<file path="src/rtl/flit_fwd_stage.sv">
module flit_fwd_stage #(
  parameter int FLIT_W    = 16,
  parameter int LEN_W     = 4,
  parameter int BUF_DEPTH = 16,
  parameter int DN_DEPTH  = 16
) (
  input  logic              clk,
  input  logic              rst_n,
  input  logic [1:0]        mode,
  input  logic              in_valid,
  output logic              in_ready,
  input  logic [FLIT_W-1:0] in_flit,
  output logic              out_valid,
  output logic [FLIT_W-1:0] out_flit,
  input  logic              credit_ret
);

  localparam int PTR_W = $clog2(BUF_DEPTH);
  localparam int CNT_W = $clog2(BUF_DEPTH + 1);
  localparam int CR_W  = $clog2(DN_DEPTH + 1);
  localparam int MX1   = (CNT_W > CR_W) ? CNT_W : CR_W;
  localparam int NW    = ((MX1 > LEN_W) ? MX1 : LEN_W) + 1;

  localparam logic [1:0] MODE_SAF = 2'b00;
  localparam logic [1:0] MODE_VCT = 2'b01;
  localparam logic [1:0] TY_BODY  = 2'b00;
  localparam logic [1:0] TY_HEAD  = 2'b01;
  localparam logic [1:0] TY_TAIL  = 2'b10;
  localparam logic [1:0] TY_ONE   = 2'b11;

  logic [FLIT_W-1:0] mem [BUF_DEPTH];
  logic [PTR_W-1:0]  wr_ptr, rd_ptr;
  logic [CNT_W-1:0]  count;
  logic [CR_W-1:0]   credits;
  logic              active;
  logic              wh_run;
  logic [NW-1:0]     rem;

  wire [FLIT_W-1:0] head     = mem[rd_ptr];
  wire [1:0]        head_ty  = head[FLIT_W-1 -: 2];
  wire [NW-1:0]     head_len = (head_ty == TY_ONE) ? NW'(1) : NW'(head[LEN_W-1:0]);
  wire [NW-1:0]     cnt_n    = NW'(count);
  wire [NW-1:0]     cred_n   = NW'(credits);
  wire              have     = (count != '0);
  wire              cred_any = (credits != '0);

  logic start_ok;
  always_comb begin
    case (mode)
      MODE_SAF: start_ok = (cnt_n >= head_len) && (cred_n >= head_len);
      MODE_VCT: start_ok = (cred_n >= head_len);
      default:  start_ok = 1'b1;
    endcase
  end

  wire send   = have && cred_any && (active || start_ok);
  wire push   = in_valid && in_ready;
  wire ret_ok = credit_ret && (credits != CR_W'(DN_DEPTH));

  assign in_ready  = (count != CNT_W'(BUF_DEPTH));
  assign out_valid = send;
  assign out_flit  = head;

  always_ff @(posedge clk)
    if (push) mem[wr_ptr] <= in_flit;

  always_ff @(posedge clk) begin
    if (!rst_n) begin
      wr_ptr <= '0;
      rd_ptr <= '0;
      count  <= '0;
    end else begin
      if (push) wr_ptr <= (wr_ptr == PTR_W'(BUF_DEPTH - 1)) ? '0 : wr_ptr + 1'b1;
      if (send) rd_ptr <= (rd_ptr == PTR_W'(BUF_DEPTH - 1)) ? '0 : rd_ptr + 1'b1;
      case ({push, send})
        2'b10:   count <= count + 1'b1;
        2'b01:   count <= count - 1'b1;
        default: count <= count;
      endcase
    end
  end

  always_ff @(posedge clk) begin
    if (!rst_n) begin
      credits <= CR_W'(DN_DEPTH);
    end else begin
      case ({send, ret_ok})
        2'b10:   credits <= credits - 1'b1;
        2'b01:   credits <= credits + 1'b1;
        default: credits <= credits;
      endcase
    end
  end

  always_ff @(posedge clk) begin
    if (!rst_n) begin
      active <= 1'b0;
      wh_run <= 1'b0;
      rem    <= '0;
    end else if (send) begin
      if (!active) begin
        if (head_len > NW'(1)) begin
          active <= 1'b1;
          rem    <= head_len - NW'(1);
          wh_run <= mode[1];
        end
      end else begin
        rem <= rem - NW'(1);
        if (rem == NW'(1)) active <= 1'b0;
      end
    end
  end


  credit_ceiling_chk: assert property (@(posedge clk) disable iff (!rst_n)
    credits <= CR_W'(DN_DEPTH));


  fill_bound_chk: assert property (@(posedge clk) disable iff (!rst_n)
    count <= CNT_W'(BUF_DEPTH));


  push_keeps_chk: assert property (@(posedge clk) disable iff (!rst_n)
    (push && !send) |=> have);


  reserve_chk: assert property (@(posedge clk) disable iff (!rst_n)
    (active && !wh_run) |-> (cred_n >= rem));


  stream_chk: assert property (@(posedge clk) disable iff (!rst_n)
    (active && !wh_run && have) |-> out_valid);


  flit_kind_chk: assert property (@(posedge clk) disable iff (!rst_n)
    out_valid |-> (active ? (head_ty == TY_BODY || head_ty == TY_TAIL)
                          : (head_ty == TY_HEAD || head_ty == TY_ONE)));

endmodule

</file>
<file path="config.mk">
export PLATFORM = sky130hd
export DESIGN_NAME = flit_fwd_stage
export DESIGN_NICKNAME = d
export VERILOG_FILES = /design/src/rtl/flit_fwd_stage.sv
export SDC_FILE = /design/constraint.sdc
export NUM_CORES = 1
export LEC_CHECK = 0
export BUFFER_PORTS_ARGS = -buffer_cell sky130_fd_sc_hd__buf_2
export CELL_PAD_IN_SITES_DETAIL_PLACEMENT = 1
export CELL_PAD_IN_SITES_GLOBAL_PLACEMENT = 2
export CORE_UTILIZATION = 25
export CTS_CLUSTER_SIZE = 28
export DETAILED_ROUTE_END_ITERATION = 16
export PLACE_DENSITY = 0.46
export SYNTH_ARGS = -nofsm -noshare
export SYNTH_HDL_FRONTEND = slang
export SYNTH_SLANG_ARGS = --single-unit
</file>
<file path="constraint.sdc">
create_clock -name clk -period 5.4 [get_ports clk]
set_input_delay 0.27 -clock clk [delete_from_list [all_inputs] [get_ports clk]]
set_output_delay 0.27 -clock clk [all_outputs]
set_load 0.02 [all_outputs]
</file>
==> flow_summary_export.csv <==
group,metric,value,unit
drt,via_per_inst,4.502,
pwr,irDropWorstVdd,0.2373,mV
timing,slew_violations,0,
synth,syn_area,0.01174,mm^2
floorplan,start_util,0.2527,
setup_path,critPathCaptureType,"flop",
synth,synth_flop_cell,"edfxtp_1",
synth,ys_seq_elements,285,
pwr,p_int,4.740,mW
clocking,clk_path_buf_depth,3,
synth,synth_common_cells,"256 x edfxtp_1, 71 x mux4_2, 37 x nor2_1",
timing,finalSetupTns,0,ns
synth,synth.most_common_cell,"edfxtp_1",
grt,antenna_found_initial,1,
synth,ys_warn_count,0,
timing,worst_pin_slew,0.8977,ns
grt,grt_pass1_wl,45080,um
drt,vias,6010,
clocking,cts_buffers,34,
synth,synth-async-reset-ratio,0,
floorplan,die_w,218.7,um
synth,syn_area_per_cell,18.32,um^2
timing,period_needed,5.014,ns
clocking,root_buffer,"clkbuf_16",
placed_design,post-place-ws,0.2093,ns
timing,hold_violations,0,
timing,rsz0062_at_grt,"no",
drt,first_pass_iters,4,
timing,max_freq,0.1994,GHz
synth,yosysSeqAreaShare,0.7043,
timing,timing.final.crit_share,0.9285,
clocking,h-tree-depth,2,
drt,drt_iter0_markers,290,
pwr,power_frac_comb,0.307,
status,status,"finished clean",
clocking,cts_tree,"yes",
synth,synth_cells,641,
placed_design,dp_hpwl,18460,um
grt,grt_max_degree,33,
pwr,total_power,6.984,mW
drt,wl_per_cell,22.74,um
grt,grt_pass1_vias,6789,
clocking,insertion_delay,0.53,ns
synth,synth_cell_types,52,
setup_path,cp.required,5.84,ns
pwr,switching_share,0.3214,
clocking,cts.sink_count,285,
finish,drive_above_1_share,0.2847,
setup_path,cp.arrival,5.46,ns
timing,max_slew_margin,0.3983,
drt,remaining_drc_errors,0,
synth,synthTopCellsByArea,"edfxtp_1 65%, mux4_2 14%, dfxtp_1 4.9%, ha_1 2.7%, nor2_1 1.2%",
timing,fin_hold_ws,0.07267,ns
min_path,min-delay-start,"rst_n",
clocking,clk_pin_slew,0.06,ns
timing,fin_skew,0.02136,ns
setup_path,critPathMaxFanout,11,
placed_design,gp_congestion,0.6955,
timing,worst_slack,0.3861,ns
drt,wl,30360,um
job,maxCapViolCount,0,
finish,area_growth,17.89,%
floorplan,rows,79,
grt,track_usage,0.1310,
pwr,pwr-share-clk,0.311,
synth,syn_nets,689,
floorplan,ios,40,
finish,layout.nets,751,
finish,fin_util,0.2979,
pwr,netSwitchingPower,2.244,mW
drt,final_antenna_net_count,0,
floorplan,die_area,0.04783,mm^2
synth,synth_edf_count,256,
setup_path,start_kind,"flop",
min_path,hold_class,"in -> reg",
synth,yosysTopAreaCell,"edfxtp_1",
pwr,p_leak,4.427,nW
timing,setup_viol,0,
placed_design,portBuffers,39,
floorplan,die_h,218.7,um
pwr,seqPwrFrac,0.381,
grt,grt_overflow,0,
pwr,p_per_area,504.6,mW/mm^2
synth,synth_top_area_frac,0.6548,
floorplan,core-area,0.04646,mm^2
setup_path,worstSetupPathType,"reg -> reg",
-- placed cells by master (no fill, tap or decap), drive strengths merged, types with 21 or more instances in the layout --
cell and instances:
ha 25, mux4 74, a21oi 23, buf 57, nor2 37, nand2 33, dfxtp 29, inv 21
clkbuf 41, edfxtp 256
-- flip-flops by register name, summed over array words and instances (netlist names), named ones only --
name and cells:
mem 256, credits 5, active 1, rd_ptr 4
count 5, rem 6, wr_ptr 4
-- metrics by stage --
stage	instance area, um^2	instances
2_1_floorplan	11740	641
3_3_place_gp	12760	1273
3_5_place_dp	12760	1273
4_1_cts	13810	1333
5_1_grt	13840	1334
6_report	13840	1335
-- worst max-delay path, cell delays in order (launching register included) --
cell and delay [ns]:
dfxtp_4 0.51, mux4_1 0.59, mux2_2 0.31, mux2i_1 0.22
o21ai_0 0.19, ha_1 0.30, nand2b_1 0.14, a21o_1 0.17
a21o_1 0.17, a211o_1 0.27, and2_1 0.25, ha_1 0.37
xor2_1 0.19, ha_1 0.23, o21ai_0 0.15, a21oi_1 0.09
a21oi_1 0.20, xor2_1 0.11, or3_1 0.32, a21oi_1 0.13
-- layout make-up --
| type | count | area, um^2 |
|---|---|---|
| timing repair buffer | 57 | 350.3 |
| fill | 4767 | 32620 |
| clock inverter | 19 | 168.9 |
| inverter | 21 | 78.83 |
| multi-input combinational | 304 | 3327 |
| sequential | 285 | 8277 |
| antenna | 1 | 2.502 |
| clock buffer | 41 | 877.1 |
| tap | 607 | 759.5 |
-- worst paths after layout --
path                end  slack [ns]  cells after the start
max            count[4]        0.39                     19
min          credits[4]        0.07                      2
min reg2reg      rem[5]        0.48                      2
max reg2reg    count[4]        0.39                     19
-- routing by layer --
metal,GRT usage,routed length (um),part of all wire,up-vias
li1,-,-,-,2687
met1,0.1583,12910,0.43,3180
met2,0.2335,15710,0.52,97
met3,0.02937,1191,0.039,44
met4,0.03403,541,0.018,2
met5,0,8,0.00026,-
-- what timing repair did --
item	in CTS	in global routing
setup endpoints to repair	0	1
setup buffers	0	1
resized for setup	0	1
hold buffers	0	0
-- power groups by stage --
| stage | combinational [mW] | sequential [mW] | clock, mW |
|---|---|---|---|
| 2_1_floorplan | 1.61 | 2.62 | 0 |
| 3_3_place_gp | 2.10 | 2.72 | 0 |
| 3_5_place_dp | 2.14 | 2.73 | 0 |
| 4_1_cts | 2.15 | 2.69 | 2.25 |
| 5_1_grt | 2.37 | 2.68 | 2.33 |
| 6_report | 2.15 | 2.66 | 2.17 |
-- kinds of logic after synthesis --
group                      Yosys count  synth area share
AOI/OAI and AO/OA                   64           0.03645
DFF                                285            0.7043
buffers and inverters               52           0.02089
adders and majority gates           26           0.02835
xor gates and xnor gates            14           0.01044
and+or+nand+nor                    115           0.04657
muxes                               85            0.1530
Power figures use the tool's default switching activity.
